==> config.mk <==
export PLATFORM = sky130hd
export DESIGN_NAME = muteTimer
export DESIGN_NICKNAME = d
export VERILOG_FILES = /design/src/rtl/muteTimerPkg.sv /design/src/rtl/muteCount.sv /design/src/rtl/muteCtrl.sv /design/src/rtl/muteTimer.sv
export SDC_FILE = /design/constraint.sdc
export NUM_CORES = 1
export LEC_CHECK = 0
export BUFFER_PORTS_ARGS = -buffer_cell sky130_fd_sc_hd__buf_4
export CAP_MARGIN = 20
export CELL_PAD_IN_SITES_DETAIL_PLACEMENT = 1
export CELL_PAD_IN_SITES_GLOBAL_PLACEMENT = 1
export CORE_MARGIN = 8
export CORE_UTILIZATION = 35
export DETAILED_ROUTE_END_ITERATION = 6
export GPL_ROUTABILITY_DRIVEN = 1
export GPL_TIMING_DRIVEN = 0
export HOLD_SLACK_MARGIN = 0.02
export PLACE_DENSITY = 0.75
export SLEW_MARGIN = 20
export SYNTH_ARGS = -nofsm -noshare
export SYNTH_HDL_FRONTEND = slang
export SYNTH_SLANG_ARGS = --single-unit
==> constraint.sdc <==
create_clock -name clk -period 2.6 [get_ports clk]
set_input_delay 0.65 -clock clk [delete_from_list [all_inputs] [get_ports clk]]
set_output_delay 0.65 -clock clk [all_outputs]
set_load 0.02 [all_outputs]
==> src/rtl/muteTimerPkg.sv <==
package muteTimerPkg;
  typedef struct packed {
    logic load;
    logic extend;
    logic dec;
  } cntCmd_t;
endpackage

==> src/rtl/muteCount.sv <==
module muteCount
  import muteTimerPkg::*;
#(
  parameter int PERIOD = 15,
  parameter int CNT_W  = 6
) (
  input  logic             clk,
  input  logic             rstN,
  input  cntCmd_t          cmd,
  output logic [CNT_W-1:0] countQ,
  output logic             busy
);
  localparam logic [CNT_W:0]   PER_EXT = (CNT_W+1)'(PERIOD);
  localparam logic [CNT_W:0]   MAX_EXT = (CNT_W+1)'((1 << CNT_W) - 1);
  localparam logic [CNT_W-1:0] PER_CNT = CNT_W'(PERIOD);

  logic [CNT_W:0]   sumExt;
  logic [CNT_W-1:0] countD;

  // Extension adds a period to what is left after this clock's tick.
  always_comb begin
    sumExt = {1'b0, countQ} - (CNT_W+1)'(cmd.dec) + PER_EXT;
    if (sumExt > MAX_EXT) sumExt = MAX_EXT;
  end

  always_comb begin
    countD = countQ;
    if (cmd.load)        countD = PER_CNT;
    else if (cmd.extend) countD = sumExt[CNT_W-1:0];
    else if (cmd.dec)    countD = countQ - 1'b1;
  end

  always_ff @(posedge clk) begin
    if (!rstN) countQ <= PER_CNT;
    else       countQ <= countD;
  end

  assign busy = (countQ != '0);
endmodule

==> src/rtl/muteCtrl.sv <==
module muteCtrl
  import muteTimerPkg::*;
(
  input  logic       clk,
  input  logic       rstN,
  input  logic       latchStb,
  input  logic       enBit,
  input  logic       statBit,
  input  logic [1:0] outMode,
  input  logic       tick,
  input  logic       busy,
  output cntCmd_t    cmd,
  output logic       powerUp,
  output logic       bitOut
);
  logic normalMode;
  logic trig;

  assign normalMode = (outMode == 2'b00);
  assign trig       = latchStb & enBit & normalMode & ~powerUp;

  always_comb begin
    cmd.load   = trig & ~busy;
    cmd.extend = trig & busy;
    cmd.dec    = tick & busy & ~cmd.load;
  end

  // The power-up window closes once the first period has run out.
  always_ff @(posedge clk) begin
    if (!rstN) powerUp <= 1'b1;
    else       powerUp <= powerUp & busy;
  end

  always_comb begin
    if (powerUp)                 bitOut = 1'b0;
    else if (normalMode && busy) bitOut = ~statBit;
    else                         bitOut = statBit;
  end
endmodule

==> src/rtl/muteTimer.sv <==
module muteTimer
  import muteTimerPkg::*;
#(
  parameter int PERIOD = 15,
  parameter int CNT_W  = 6
) (
  input  logic       clk,
  input  logic       rstN,
  input  logic       latchStb,
  input  logic       enBit,
  input  logic       statBit,
  input  logic [1:0] outMode,
  input  logic       tick,
  output logic       bitOut
);
  cntCmd_t          cmd;
  logic [CNT_W-1:0] countQ;
  logic             busy;
  logic             powerUp;

  muteCtrl u_ctrl (
    .clk(clk), .rstN(rstN), .latchStb(latchStb), .enBit(enBit),
    .statBit(statBit), .outMode(outMode), .tick(tick), .busy(busy),
    .cmd(cmd), .powerUp(powerUp), .bitOut(bitOut)
  );

  muteCount #(.PERIOD(PERIOD), .CNT_W(CNT_W)) u_count (
    .clk(clk), .rstN(rstN), .cmd(cmd), .countQ(countQ), .busy(busy)
  );
endmodule

After elaboration in Yosys (flattened, before gate mapping)
Cells that the tools add are included.
{ "totals": {"register_bits": 7, "output_inout_bits": 1, "elab_cells": 29} }
{ "op_classes": {"addsub": 3, "order_cmp": 1, "mux": 5, "bitwise": 13, "n_reduce_logical": 5} }
{ "op_table": {"columns": ["cell", "n"], "rows": [
  ["6-bit 2-to-1 mux", 3],
  ["1-bit AND", 8],
  ["7-bit by 4-bit adder with 7-bit output (second input constant)", 1],
  ["7-bit by 6-bit greater-than comparator with 1-bit output (second input constant)", 1],
  ["6-bit by 1-bit subtractor with 7-bit output", 1],
  ["6-bit nonzero test", 1],
  ["6-bit by 1-bit subtractor with 6-bit output (second input constant)", 1],
  ["1-bit inverter", 5],
  ["2-bit zero test", 1],
  ["1-bit 2-to-1 mux", 2],
  ["2-bit nonzero test", 1],
  ["2-bit OR reduction", 1],
  ["1-bit logical AND", 1]
]} }

Longest topological paths before layout
{ "depth": {"word_depth": 11, "depth_mapped": 13} }

Cells and area by module
From an unflattened synthesis, not the netlist that was laid out.
{ "hier_totals": {"cells_unflattened": 90, "hier_area_um2": 732.0} }
{ "modules_own_cells": {"columns": ["module", "n_inst", "cells_per_inst", "area_each_um2", "seq_area_each_um2"], "rows": [
  ["muteCount", 1, 77, 638.1, 120.1],
  ["muteCtrl", 1, 13, 93.8, 20.0]
]} }

Worst setup path after synthesis
No wires, ideal clock.
{ "synth_timing": {"kind": "flip-flop to flip-flop", "start": "reg u_count.countQ[1]", "end": "reg u_count.countQ[5]", "setup_time_ns": 0.124, "arrival_time_ns": 2.184, "slack_ns": 0.292, "path_stages_with_launch": 13, "period_less_slack_ns": 2.308, "cell_sequence": "dfxtp_1 -> inv_1 -> ha_1 -> nand4bb_4 -> nand2_1 -> ha_1 -> ha_1 -> inv_1 -> fa_1 -> nor3_1 -> a21oi_1 -> o31ai_1 -> a21oi_1"} }
{ "synth_between": {"elab_chain_cells": 10, "word_cells_on_any_way": 16, "classes_between": "add/sub (3); order compare (1); mux (3); bitwise (6); reduce/logical (3)"} }
{ "synth_rtl": {"columns": ["element", "line_no", "text"], "rows": [
  ["start: declaration", "muteCount.sv:10", "output logic [CNT_W-1:0] countQ,"],
  ["start signal: assignment", "muteCount.sv:35", "else countQ <= countD;"],
  ["6-bit nonzero test", "muteCount.sv:38", "assign busy = (countQ != '0);"],
  ["1-bit inverter", "muteCtrl.sv:23", "cmd.load = trig & ~busy;"],
  ["1-bit AND", "muteCtrl.sv:23", null],
  ["1-bit inverter", "muteCtrl.sv:25", "cmd.dec = tick & busy & ~cmd.load;"],
  ["1-bit AND", "muteCtrl.sv:25", null],
  ["6-bit by 1-bit subtractor with 7-bit output", "muteCount.sv:22", "sumExt = {1'b0, countQ} - (CNT_W+1)'(cmd.dec) + PER_EXT;"],
  ["7-bit by 4-bit adder with 7-bit output", "muteCount.sv:22", null],
  ["7-bit by 6-bit greater-than comparator with 1-bit output", "muteCount.sv:23", "if (sumExt > MAX_EXT) sumExt = MAX_EXT;"],
  ["6-bit 2-to-1 mux", "muteCount.sv:23", null],
  ["6-bit 2-to-1 mux", "muteCount.sv:29", "else if (cmd.extend) countD = sumExt[CNT_W-1:0];"]
]} }
Several ways; a longest one is shown, not always the timed one. The select of a mux whose other input is x is not followed.
A chain may end at the register's enable or synchronous reset.

Final worst setup path
{ "layout_timing": {"start": "reg u_count.countQ[0]", "end": "reg u_count.countQ[3]"} }
The elaborated chain is that of the path after synthesis.

==> results.md <==
* Setup TNS at 0 ps
* Commonest cells post-synth: ha_1, inv_1, nand2_1
* Reg2Reg Setup Slack at 180 ps
* # H-tree levels at 1
* TritonCTS buffer count at 3
* Top post-synthesis cells by area: ha_1, dfxtp_1, a21oi_1, inv_1, nand2_1
* Max Cap Violations at 0
* 1st-iter DRT viols at 10
* Sequential Power Share at 0.421
* Crit Reg-Reg Endpoint: u_count.countQ[3]
* Core ar. at 1980 µm²
* Clk pwr share at 0.377
* Worst R2R Path Depth at 11
* Synth cell types at 34
* Clk_lat worst skew at 260 ps
* Mapped Cells at 89
* Die Span Y at around 62 µm
* Origin of the worst setup path: u_count.countQ[0]
* Share of the synthesized area in the top cell type at 0.201
* Largest net degree at the start of global routing at 8
* CP Data Required Time at 2730 ps
* Register area share after synthesis at 0.188
* All-Layer GR Usage at 0.110
* Die Area at 3870 µm²
* Sw Share at 0.273
* Reg clk slew, reported paths at 50 ps
* Total grt overflow at 0
* Sw Pwr at 0.0739 mW
* Synth async-reset ratio at 0
* Diode count at 0
* Logic pwr share at 0.203
* Synthesized cell area at 747 µm²
* DR vias/cell at 5.68
* Initial Util at 0.377
* Hold Startpoint: u_ctrl.powerUp
* Status: completed
* Avg Cell Area, Syn at 8.39 µm²
* Fillcell total at about 240
* Detailed Route WL at 2.32 mm
* Crit path launch type: register
* Worst EP arrival at approximately 2600 ps
* Syn nets at 110
* Chip Width at 62.2 µm
* VDD IR-drop max at 0.143 mV
* Synth warn at 0
* Hold Fails Final Rpt at 0
* Setup crit end kind: register
* Area Overhead vs Synth at 26.0%
* Internal Pwr Total at 0.197 mW
* Gpl congestion at slightly above 0.8
* Final period utilization at 0.932
* DRT antenna net count at 0
* Final setup fails at 0
* Worst slew margin at 0.705
* Slowest cell on crit path: fa_2
* IO Pins at 9
* CP cell instances: inv_1, ha_2, nand4bb_4, nand2_2, ha_1, ha_2, inv_1, fa_2, xor2_1, nor4_1, o31ai_1
* CTS tree: done
* Placement Rows at 16
* Min-Delay Path Class: reg -> reg
* Layout cells sized above 1 at 0.330
* Final Skew at approximately 4.3 ps
* Largest stage delay, worst path at roughly 370 ps
* Hold Buf Count CTS at 0
* Via count at 755
* Least-Margin Pin Slew at ~440 ps
* WHS Endpoint: u_ctrl.powerUp
* CP max FO at 6
* Most used DFF post-synth: dfxtp_1
* Post-synth EDFFs at 0
* Root Buffer: clkbuf_4
* Nets@finish at 128
* Peak Freq at 413 MHz
* Hold Path Cell Cnt at 2
* Reg2reg start: u_count.countQ[0]
* First-pass GRT wire length at between 3 and 4 mm
* Register bit count reported by yosys at 7
* Initial antenna violation count at 0
* Tmin final at 2420 ps
* PD cells at 288 nW/µm²
* CP Class: reg -> reg
* Vias in the first global route at 750
* Placed instance area at 841 µm²
* Max Slew Vio Count at 0
* Buffers on Ports at 8
* Sink Count at 7
* DRT Pass-1 Iters at 4
* Design area at between 900 and 1000 µm²
* Post-synth top area cell: ha_1
* DRC viols at 0
* Max clock buf depth at 2
* Routed length per instance at between 15 and 20 µm
* Post-DP HPWL at 1.60 mm
* Count leader, synth: ha_1
* Pleak at 0.397 nW
-- per-layer routing --
metal / routed length [µm] / GRT usage / vias up
met5: 0 / 0 / -
met2: 1200 / 0.173 / 25
met3: 89 / 0.0179 / 11
li1: - / - / 357
met1: 922 / 0.129 / 362
met4: 107 / 0.0816 / 0
-- cells by family after synthesis --
kind of cell | synth area share
buffers and inverters | 0.0452
AO/OA/AOI/OAI | 0.223
XOR/XNOR | 0.0352
AND/OR/NAND/NOR | 0.281
adder cells (fa/ha/maj) | 0.228
flip-flops | 0.188
-- final cells by class --
| cell class | instances | area [µm²] | area share |
|---|---|---|---|
| clock buffer | 4 | 26.3 | 0.0279 |
| inverter | 9 | 36.3 | 0.0386 |
| multi-input combinational | 73 | 606 | 0.644 |
| sequential | 7 | 141 | 0.150 |
| tap | 27 | 33.8 | 0.0359 |
| timing repair buffer | 13 | 97.6 | 0.104 |
-- how the worst max path moves through the flow --
stage / end / cells past startpoint / slack [ps]
after floorplan: u_count.countQ[5] / 12 / 290
after global placement: u_count.countQ[5] / 12 / 10
after detailed placement: u_count.countQ[5] / 12 / -50
after CTS: u_count.countQ[5] / 12 / 7
after global routing: u_count.countQ[5] / 12 / -5
final: u_count.countQ[3] / 11 / 180
-- worst max-delay path, delay by kind of cell, from the launching register on --
kind / cells / cell delay, ps
and+or+nand+nor: 3 / 550
adders and majority gates: 4 / 930
AOI/OAI and AO/OA: 1 / 130
buffers and inverters: 2 / 160
DFF: 1 / 360
xor gates and xnor gates: 1 / 160
-- power by group through the flow --
stage	clock network, mW	logic [mW]	registers [mW]
after floorplan	0	0.0258	0.114
after CTS	0.104	0.0449	0.113
final	0.102	0.0549	0.114
after detailed placement	0	0.0446	0.116
after global routing	0.114	0.0606	0.114
after global placement	0	0.0424	0.115
-- cells in the final DEF, fill, tap and decap left out, drive strengths merged --
cell	Yosys	final
nor3	4	4
a32o	1	1
xnor2	2	2
a211oi	2	2
clkbuf	0	4
xor2	1	1
nand2	9	9
fa	1	1
o21a	1	1
dfxtp	7	7
o2bb2ai	1	1
o21ai	5	5
nor4	3	3
ha	12	12
nand4bb	1	1
a21oi	8	8
nor4b	1	1
o31ai	2	2
a32oi	1	1
nand3b	1	1
o21bai	2	2
inv	9	9
nor2	5	5
buf	0	13
and2	2	2
nor2b	1	1
a22o	1	1
nand3	4	4
a21o	1	1
nand2b	1	1
-- per-stage QoR --
step	utilization	cells	hold slack (ps)	worst slack [ps]	power, mW
after floorplan	-	89	468	292	0.140
after global placement	0.424	124	483	9.51	0.158
after detailed placement	0.424	124	489	-47.9	0.160
after CTS	0.441	128	499	7.48	0.263
after global routing	0.475	133	549	-4.88	0.289
final	0.475	133	495	176	0.271
-- sequential cells by signal (all words and copies together) (netlist names) --
register and count:
u_count.countQ 6, u_ctrl.powerUp 1
-- repair_timing --
action | in CTS | in global routing
setup endpoints to repair | 3 | 3
pin swaps | 0 | 3
gates resized for setup | 4 | 9
buffers inserted | 0 | 5
No activity file was read; power rests on OpenSTA's default activity.
